File: config.mk
export PLATFORM = sky130hd
export DESIGN_NAME = freq_counter_gated
export DESIGN_NICKNAME = d
export VERILOG_FILES = /design/src/rtl/fc_pkg.sv /design/src/rtl/fc_timebase.sv /design/src/rtl/fc_sequencer.sv /design/src/rtl/fc_bcd_chain.sv /design/src/rtl/freq_counter_gated.sv
export SDC_FILE = /design/constraint.sdc
export NUM_CORES = 1
export LEC_CHECK = 0
export BUFFER_PORTS_ARGS = -buffer_cell sky130_fd_sc_hd__buf_4
export CAP_MARGIN = 20
export CORE_ASPECT_RATIO = 1.5
export CORE_MARGIN = 5
export CORE_UTILIZATION = 45
export DETAILED_ROUTE_END_ITERATION = 10
export GPL_ROUTABILITY_DRIVEN = 0
export GPL_TIMING_DRIVEN = 0
export SLEW_MARGIN = 30
export SYNTH_ARGS = -nofsm -noshare
export SYNTH_HDL_FRONTEND = slang
export SYNTH_HIERARCHICAL = 1
export SYNTH_SLANG_ARGS = --single-unit
File: constraint.sdc
create_clock -name clk -period 7.05 [get_ports clk]
set_clock_uncertainty 0.15 [all_clocks]
set_input_delay 1.41 -clock clk [delete_from_list [all_inputs] [get_ports clk]]
set_output_delay 1.41 -clock clk [all_outputs]
set_load 0.02 [all_outputs]
File: src/rtl/fc_pkg.sv
package fc_pkg;
  // Sequencer state codes that carry meaning
  localparam logic [3:0] ST_CLEAR = 4'd0;
  localparam logic [3:0] ST_OPEN  = 4'd2;
  localparam logic [3:0] ST_SHUT  = 4'd12;
  localparam logic [3:0] ST_SAVE  = 4'd14;
  localparam logic [3:0] ST_LAST  = 4'd15;
  localparam logic [3:0] BCD_NINE = 4'd9;
endpackage

File: src/rtl/fc_timebase.sv
module fc_timebase #(
  parameter int REF_DIV    = 1000,
  parameter int NUM_RANGES = 6,
  parameter int RW         = 3
) (
  input  logic          clk,
  input  logic          rst,
  input  logic [RW-1:0] sel,
  output logic          tick
);
  import fc_pkg::*;
  localparam int PW = (REF_DIV > 1) ? $clog2(REF_DIV) : 1;
  localparam int ND = NUM_RANGES - 1;

  logic [PW-1:0]         pre;
  logic [NUM_RANGES-1:0] carry;

  always_ff @(posedge clk) begin
    if (rst || carry[0]) pre <= '0;
    else                 pre <= pre + 1'b1;
  end
  assign carry[0] = (pre == PW'(REF_DIV - 1));

  generate
    for (genvar i = 0; i < ND; i++) begin : g_dec
      logic [3:0] dec;
      always_ff @(posedge clk) begin
        if (rst) dec <= '0;
        else if (carry[i]) dec <= (dec == BCD_NINE) ? 4'd0 : dec + 4'd1;
      end
      assign carry[i+1] = carry[i] && (dec == BCD_NINE);
      AST_DECADE_BOUND: assert property (@(posedge clk) disable iff (rst)
        dec <= BCD_NINE);
    end
  endgenerate

  always_ff @(posedge clk) begin
    if (rst) tick <= 1'b0;
    else     tick <= carry[sel];
  end
endmodule

File: src/rtl/fc_sequencer.sv
module fc_sequencer #(
  parameter int NUM_RANGES = 6,
  parameter int RW         = 3
) (
  input  logic          clk,
  input  logic          rst,
  input  logic          tick,
  input  logic [RW-1:0] range_req,
  output logic [RW-1:0] range_act,
  output logic          clear,
  output logic          gate,
  output logic          save
);
  import fc_pkg::*;
  localparam logic [RW-1:0] TOP_RANGE = RW'(NUM_RANGES - 1);

  logic [3:0]    st;
  logic [RW-1:0] range_ok;
  logic          load_range;

  assign range_ok   = (range_req > TOP_RANGE) ? TOP_RANGE : range_req;
  assign load_range = tick && (st == ST_LAST);

  always_ff @(posedge clk) begin
    if (rst) begin
      st        <= ST_CLEAR;
      range_act <= range_ok;
    end else begin
      if (tick) st <= st + 4'd1;
      if (load_range) range_act <= range_ok;
    end
  end

  assign clear = (st == ST_CLEAR);
  assign gate  = (st >= ST_OPEN) && (st < ST_SHUT);
  assign save  = tick && (st == ST_SAVE - 4'd1);

  AST_GATE_CLEAR_EXCL: assert property (@(posedge clk) disable iff (rst)
    !(gate && clear));
  AST_SAVE_GATE_SHUT: assert property (@(posedge clk) disable iff (rst)
    save |-> !gate);
  AST_RANGE_HELD: assert property (@(posedge clk) disable iff (rst)
    !load_range |=> $stable(range_act));
  AST_RANGE_LEGAL: assert property (@(posedge clk) disable iff (rst)
    range_act <= TOP_RANGE);
endmodule

File: src/rtl/fc_bcd_chain.sv
module fc_bcd_chain #(
  parameter int DIGITS = 7
) (
  input  logic                clk,
  input  logic                rst,
  input  logic                clear,
  input  logic                inc,
  output logic [4*DIGITS-1:0] value,
  output logic                ovf
);
  import fc_pkg::*;
  logic [DIGITS:0] carry;
  assign carry[0] = inc;

  generate
    for (genvar i = 0; i < DIGITS; i++) begin : g_dig
      logic [3:0] d;
      always_ff @(posedge clk) begin
        if (rst || clear) d <= '0;
        else if (carry[i]) d <= (d == BCD_NINE) ? 4'd0 : d + 4'd1;
      end
      assign carry[i+1] = carry[i] && (d == BCD_NINE);
      assign value[4*i +: 4] = d;
      AST_DIGIT_RANGE: assert property (@(posedge clk) disable iff (rst)
        d <= BCD_NINE);
    end
  endgenerate

  always_ff @(posedge clk) begin
    if (rst || clear)      ovf <= 1'b0;
    else if (carry[DIGITS]) ovf <= 1'b1;
  end

  AST_OVF_STICKY: assert property (@(posedge clk) disable iff (rst)
    (ovf && !clear) |=> ovf);
endmodule

File: src/rtl/freq_counter_gated.sv
module freq_counter_gated #(
  parameter int REF_DIV    = 1000,
  parameter int NUM_RANGES = 6,
  parameter int DIGITS     = 7,
  localparam int RW        = (NUM_RANGES > 1) ? $clog2(NUM_RANGES) : 1
) (
  input  logic                clk,
  input  logic                rst,
  input  logic                sig_in,
  input  logic [RW-1:0]       range_sel,
  output logic [4*DIGITS-1:0] reading,
  output logic                over_range,
  output logic                new_reading
);
  logic          tick, clear, gate, save;
  logic [RW-1:0] range_act;
  logic          s1, s2, s3, rise;
  logic [4*DIGITS-1:0] cnt;
  logic          cnt_ovf;

  fc_timebase #(.REF_DIV(REF_DIV), .NUM_RANGES(NUM_RANGES), .RW(RW)) u_tb (
    .clk(clk), .rst(rst), .sel(range_act), .tick(tick));

  fc_sequencer #(.NUM_RANGES(NUM_RANGES), .RW(RW)) u_seq (
    .clk(clk), .rst(rst), .tick(tick), .range_req(range_sel),
    .range_act(range_act), .clear(clear), .gate(gate), .save(save));

  // two-flop synchronizer plus edge history
  always_ff @(posedge clk) begin
    if (rst) begin
      s1 <= 1'b0; s2 <= 1'b0; s3 <= 1'b0;
    end else begin
      s1 <= sig_in; s2 <= s1; s3 <= s2;
    end
  end
  assign rise = s2 && !s3;

  fc_bcd_chain #(.DIGITS(DIGITS)) u_cnt (
    .clk(clk), .rst(rst), .clear(clear), .inc(rise && gate),
    .value(cnt), .ovf(cnt_ovf));

  always_ff @(posedge clk) begin
    if (rst) begin
      reading     <= '0;
      over_range  <= 1'b0;
      new_reading <= 1'b0;
    end else begin
      new_reading <= save;
      if (save) begin
        reading    <= cnt;
        over_range <= cnt_ovf;
      end
    end
  end

  AST_COUNT_FROZEN: assert property (@(posedge clk) disable iff (rst)
    (!gate && !clear) |=> $stable(cnt));
  AST_DISPLAY_HELD: assert property (@(posedge clk) disable iff (rst)
    !save |=> ($stable(reading) && $stable(over_range)));
  AST_STROBE_SINGLE: assert property (@(posedge clk) disable iff (rst)
    new_reading |=> !new_reading);
  AST_ONE_COUNT_PER_RISE: assert property (@(posedge clk) disable iff (rst)
    rise |=> !rise);
endmodule

==> qor.csv, run 1 <==
stage,metric,value,unit
die,die_w,93.38,µm
pwr,peakVddDrop,0.1229,mV
finish,layout-drive-gt1-share,0.1588,
finish,final_cells,689,
clock_tree,clkSinkCount,100,
clock_tree,cts_hold_buf,0,
clock_tree,clkSlewWorstSetupHoldPaths,70,ps
logic_synthesis,async_reset_ff_frac,0,
pwr,p_seq_frac,0.511,
die,design.die.area,12610,µm²
die,start_util,0.4604,
logic_synthesis,yosys_warnings,6,
grt,grt-ovfl-total,0,
sta,tightest_slew,545.2,ps
route,via_count,3718,
pwr,swShare,0.2056,
worst_setup_path,end_kind,register,
flow_run,max_cap_violations,0,
die,fp.coreArea,10190,µm²
worst_setup_path,worstSetupPathType,register to register,
finish,final_nets,554,
sta,slew_viol_final,0,
worst_setup_path,crit_start,u_seq/st[0]$_SDFFE_PP0P_,
pwr,p_leak,1.895,nW
worst_setup_path,required,7170,ps
logic_synthesis,synth.ff_latch_count,100,
logic_synthesis,yosysMostFrequentCell,dfxtp_1,
sta,fin_crit,2696,ps
finish,antennaDiodeCount,0,
die,die_h,135.1,µm
grt,grt_max_degree,18,
worst_setup_path,r2r-start,u_seq/st[0]$_SDFFE_PP0P_,
clock_tree,cts_buffer_depth,2,
route,routedWlPerCell,14.27,µm
pwr,p_int,0.8931,mW
place,postPlaceCellArea,5131,µm²
min_path,min_to,s2$_SDFF_PP0_,
pwr,p_sw,0.2312,mW
worst_setup_path,crit-reg2reg-capture,u_cnt/g_dig[4].d[1]$_SDFFE_PP0N_,
place,place_hpwl,7132,µm
finish,utilization,0.5346,
sta,slew_headroom,0.6314,
route,wirelength,9829,µm
min_path,min_from,s1$_SDFF_PP0_,
clock_tree,tritoncts,done,
clock_tree,root_buffer,clkbuf_16,
grt,grt_pass1_wl,16370,µm
pwr,cellPowerDensity,206.4,nW/µm²
place,dp.cells,673,
die,rows,45,
logic_synthesis,yosys-top-cells-count,"dfxtp_1, nor2_1, a21oi_1, mux2i_1, nor2b_1",
logic_synthesis,synth_edf_count,3,
route,ant_nets,0,
clock_tree,cts-resized-gates,0,
finish,stdcell_area,5448,µm²
pwr,pwr-share-comb,0.023,
grt,antenna_found_initial,0,
finish,syn_to_final_growth,16.11,%
place,io_buffers,35,
clock_tree,post_cts_buffers,0,
worst_setup_path,worstPathMaxFanout,10,
finish,fillers,949,
route,viasPerCell,5.396,
worst_setup_path,reg2reg_depth,13,
sta,hold_viol,0,
logic_synthesis,yosys.area.top_type,dfxtp_1,
worst_setup_path,arrival,2810,ps
worst_setup_path,reg2reg_slack,4350,ps
logic_synthesis,seq_area_frac_synth,0.4331,
logic_synthesis,avgSynthCellArea,9.441,µm²
logic_synthesis,syn_inst,497,
logic_synthesis,yosys_most_used_dff,dfxtp_1,
outcome,outcome,finished clean,
grt,grt_pass1_vias,3503,
logic_synthesis,syn_area,4692,µm²
logic_synthesis,yosysTopAreaCellShare,0.4139,
sta,rsz0062_at_grt,false,
logic_synthesis,netlist_top_cells_area,"dfxtp_1, mux2i_1, nor2_1",
logic_synthesis,synth.distinct_cells,67,
route,drc,0,
worst_setup_path,worstSetupStartpointType,register,
route,drt_iter0_markers,95,
sta,period_share,0.3824,
clock_tree,htree_levels,3,
sta,max_freq,370.9,MHz
route,dr.pass1.iters,4,
sta,setup_viol,0,
logic_synthesis,synth_nets,508,
grt,grt_usage,0.1621,
min_path,hp-class,register to register,
die,ios,36,
sta,setup-tns-final,0,ps
clock_tree,cts_buffers,9,
pwr,pwr-share-clk,0.466,
min_path,min_path_cells,1,
clock_tree,clk_latency,340,ps
pwr,p_total,1.124,mW
## cells by family (layout without fill, tap and decap cells)
family | count (synthesis) | in the layout | synth area share
buffers and inverters | 38 | 89 | 0.05333
DFF | 100 | 100 | 0.4331
and+or+nand+nor | 211 | 211 | 0.2773
muxes | 35 | 35 | 0.07627
AOI/OAI and AO/OA | 92 | 92 | 0.1168
adders and majority gates | 5 | 5 | 0.01333
xor gates and xnor gates | 16 | 16 | 0.02987
## metal layers
layer,up-vias,GRT usage,part of all wire
met1,1769,0.1774,0.42
li1,1888,-,-
met2,48,0.2973,0.54
met3,13,0.03679,0.025
met5,-,0,0
met4,0,0.06438,0.016
## critical path, stage by stage (launching register included)
cell      delay [ps]
dfxtp_1          430
inv_1            100
ha_1             200
nor4_1           160
a21oi_1           70
nand2_1           80
nor2_1            70
and2_1           140
buf_2            170
nand3_4           80
buf_2            220
clkbuf_1         400
o21ai_0          180
a21oi_1          150
## stage by stage
step                      hold slack, ps  setup WS, ps
after global routing               319.1          4122
after detailed placement           273.3          4165
after global placement             270.1          4205
after floorplan                    263.8          4709
after CTS                          293.9          4368
final                              289.8          4354
## cell usage in the layout, fill, tap and decap left out, drive strengths merged, types with 10 or more instances in the layout
| master | Yosys | layout |
|---|---|---|
| dfxtp | 97 | 97 |
| or3 | 10 | 10 |
| nand2 | 17 | 17 |
| or4 | 16 | 16 |
| o21ai | 23 | 23 |
| inv | 15 | 16 |
| a21oi | 37 | 37 |
| nand4 | 11 | 11 |
| nand3 | 11 | 11 |
| clkbuf | 12 | 22 |
| nor2 | 61 | 61 |
| nor2b | 25 | 25 |
| buf | 11 | 46 |
| mux2i | 32 | 32 |
| xnor2 | 10 | 10 |
| and3 | 10 | 10 |
## state kept, by name, indices dropped and copies added (netlist names)
register and flops:
u_tb/tick 1, u_seq/st 4, reading 28, over_range 1
u_tb/pre 10, new_reading 1, u_tb/g_dec.dec 20, s3 1
s1 1, u_cnt/ovf 1, u_seq/range_act 3, u_cnt/g_dig.d 28
s2 1
## area by class of cell
| cell class | count | area (µm²) | area share |
|---|---|---|---|
| clock buffer | 10 | 229.0 | 0.04203 |
| multi-input combinational | 359 | 2410 | 0.4424 |
| sequential | 100 | 2032 | 0.3730 |
| clock inverter | 6 | 87.58 | 0.01608 |
| buffer | 23 | 193.9 | 0.03560 |
| tap | 141 | 176.4 | 0.03238 |
| timing repair buffer | 35 | 262.8 | 0.04823 |
| inverter | 15 | 56.30 | 0.01034 |
## power by group through the flow
stage                     combinational, mW  clock, mW  sequential, mW
after floorplan                      0.0171          0           0.587
after global placement               0.0263          0           0.587
after detailed placement             0.0269          0           0.587
after CTS                            0.0269      0.542           0.574
after global routing                 0.0295      0.563           0.574
final                                0.0262      0.524           0.574
## worst max-delay path by stage
stage,to,slack [ps],depth (start not counted)
CTS,u_cnt/g_dig[4].d[1]$_SDFFE_PP0N_,4370,13
floorplan,u_cnt/g_dig[3].d[3]$_SDFFE_PP0N_,4710,5
detailed placement,u_tb/pre[2]$_SDFF_PP0_,4160,5
finish,u_cnt/g_dig[4].d[1]$_SDFFE_PP0N_,4350,13
global route,u_cnt/g_dig[6].d[1]$_SDFFE_PP0P_,4120,13
global placement,u_tb/g_dec[0].dec[1]$_SDFFE_PP0P_,4200,5
Power figures use the tool's default switching activity.
==> run 2, diff against run 1 <==
==> constraint.sdc (replaced) <==
create_clock -name clk -period 2.2 [get_ports clk]
set_clock_uncertainty 0.15 [all_clocks]
set_input_delay 0.44 -clock clk [delete_from_list [all_inputs] [get_ports clk]]
set_output_delay 0.44 -clock clk [all_outputs]
set_load 0.02 [all_outputs]
==> qor.csv, run 2 (synthesis gave the netlist of run 1 again) <==
stage,metric,value,unit,change
sta,max_freq,465.9,MHz,+26%
worst_setup_path,required,2330,ps,-4840 ps
clock_tree,clkSlewWorstSetupHoldPaths,70,ps,about the same
route,via_count,3745,,+0.73%
pwr,pwr-share-clk,0.453,,-0.013
grt,grt_pass1_wl,16680,µm,+1.9%
grt,grt-ovfl-total,0,,unchanged
clock_tree,clkSinkCount,100,,unchanged
clock_tree,cts_hold_buf,0,,unchanged
sta,slew_viol_final,0,,unchanged
route,ant_nets,0,,unchanged
sta,slew_headroom,0.6408,,+0.009362
pwr,p_int,2.762,mW,+210%
die,fp.coreArea,10190,µm²,unchanged
grt,grt_max_degree,18,,unchanged
outcome,outcome,finished clean,,
worst_setup_path,worstSetupPathType,register to register,,
route,dr.pass1.iters,5,,+1
grt,antenna_found_initial,0,,unchanged
place,postPlaceCellArea,5137,µm²,+0.12%
worst_setup_path,worstPathMaxFanout,5,,-5
pwr,peakVddDrop,0.4803,mV,+290%
route,met1Wirelength,4227,µm,+2.0%
finish,most-common-layout-cells,"dfxtp_1, nor2_1, buf_4, mux2i_1, a21oi_1",,
sta,tightest_slew,531.3,ps,-13.85 ps
worst_setup_path,worstSetupStartpointType,register,,
pwr,cellPowerDensity,626.9,nW/µm²,+200%
clock_tree,tritoncts,done,,
worst_setup_path,arrival,2270,ps,-540 ps
route,drc,0,,unchanged
die,design.die.area,12610,µm²,unchanged
sta,period_share,0.9756,,+0.5932
pwr,p_seq_frac,0.520,,+0.009
pwr,p_leak,1.956,nW,+3.2%
die,start_util,0.4604,,unchanged
sta,hold_viol,0,,unchanged
finish,layout_commonest_cell,dfxtp_1,,
die,ios,36,,unchanged
place,place_hpwl,7155,µm,+0.32%
finish,syn_to_final_growth,20.35,%,
route,wl_met3,240,µm,-2.8%
route,wirelength,10230,µm,+4.0%
die,rows,45,,unchanged
grt,grt_usage,0.1643,,+0.002200
pwr,p_sw,0.7778,mW,+240%
die,die_w,93.38,µm,unchanged
sta,setup_viol,0,,unchanged
clock_tree,root_buffer,clkbuf_16,,
sta,fin_crit,2146,ps,-549.6 ps
pwr,pwr-share-comb,0.027,,+0.004
route,routedWlPerCell,14.71,µm,+3.1%
route,drt_iter0_markers,101,,+6.3%
clock_tree,cts_buffers,9,,unchanged
sta,rsz0062_at_grt,true,,
finish,reg.largest.list,"reading x28, u_cnt/g_dig.d x28, u_tb/g_dec.dec x20",,
finish,utilization,0.5541,,+0.01952
finish,final_nets,560,,+1.1%
grt,grt_pass1_vias,3534,,+0.88%
route,wl_met2,5539,µm,+4.8%
finish,stdcell_area,5647,µm²,+3.7%
min_path,hp-class,input pin to register,,
clock_tree,clk_latency,340,ps,about the same
clock_tree,cts_buffer_depth,2,,unchanged
place,io_buffers,35,,unchanged
worst_setup_path,end_kind,register,,
pwr,p_total,3.540,mW,+210%
sta,fin_ws,53.72,ps,-4300 ps
clock_tree,htree_levels,3,,unchanged
finish,layout-drive-gt1-share,0.2274,,+0.06868
sta,timing.hold.ws,155.0,ps,-134.7 ps
flow_run,max_cap_violations,0,,unchanged
pwr,swShare,0.2197,,+0.01409
finish,antennaDiodeCount,0,,unchanged
route,top_layer,met4,,
route,viasPerCell,5.388,,-0.14%
die,die_h,135.1,µm,unchanged
place,place_ws,-269.9,ps,-4435 ps
[run 2: cell types whose count changed in the layout (fill, tap and decap cells not counted), moves of 3 or more]
cell	previous run	this run
clkbuf_1	9	6
dfxtp_4	0	3
or4_1	16	7
a21oi_1	37	29
or4_4	0	9
a21oi_2	0	8
dfxtp_1	97	92
buf_4	37	43
[run 2: layout make-up]
class                      count  area (µm²)
buffer                        22       207.7
clock buffer                  10       229.0
clock inverter                 6       72.57
fill                         893        4544
inverter                      15       58.81
multi-input combinational    359        2537
sequential                   100        2046
tap                          141       176.4
timing repair buffer          42       319.1
[run 2: metal layers]
metal  global-route usage  vias to the layer above
met5                    0                        -
met4              0.07253                        0
met3              0.03066                       16
met2               0.3000                       40
met1               0.1819                     1788
li1                     -                     1901
[run 2: power groups by stage]
stage                     Sequential, mW  Clock (mW)  Combinational (mW)
after floorplan                     1.88           0              0.0548
after global placement              1.88           0              0.0832
after detailed placement            1.88           0              0.0846
after CTS                           1.84        1.66              0.0901
after global routing                1.84        1.71               0.105
final                               1.84        1.60              0.0940
[run 2: worst max-delay path, stage by stage (launching register included)]
cell and delay (ps):
dfxtp_4 350, inv_4 60, ha_4 120, nor4_2 30
a21oi_1 120, nand2_1 80, nor2_2 120, and2_4 210
nand3_4 100, buf_6 140, or4_1 460, a21oi_1 130
[run 2: per-stage QoR]
| stage | setup TNS [ps] | cells |
|---|---|---|
| after floorplan | -1.351 | 497 |
| after global placement | -2754 | 673 |
| after detailed placement | -3192 | 673 |
| after CTS | -405.9 | 693 |
| after global routing | -109.2 | 695 |
| final | 0 | 695 |
[run 2: path summary, 6_finish.rpt]
kind                                               start                          endpoint  slack, ps  cells past startpoint
worst max-delay path            u_seq/st[0]$_SDFFE_PP0P_  u_cnt/g_dig[5].d[2]$_SDFFE_PP0N_         50                     11
worst min-delay path                              sig_in                     s1$_SDFF_PP0_        160                      2
worst max register to register  u_seq/st[0]$_SDFFE_PP0P_  u_cnt/g_dig[5].d[2]$_SDFFE_PP0N_         50                     11
worst min register to register    u_tb/pre[0]$_SDFF_PP0_            u_tb/pre[0]$_SDFF_PP0_        300                      1
[run 2: what timing repair did]
item	4_1_cts	5_1_grt
resized for setup	16	33
endpoints found under the setup margin	22	31
setup buffers	3	3
gates cloned	1	0
pin swaps	7	19
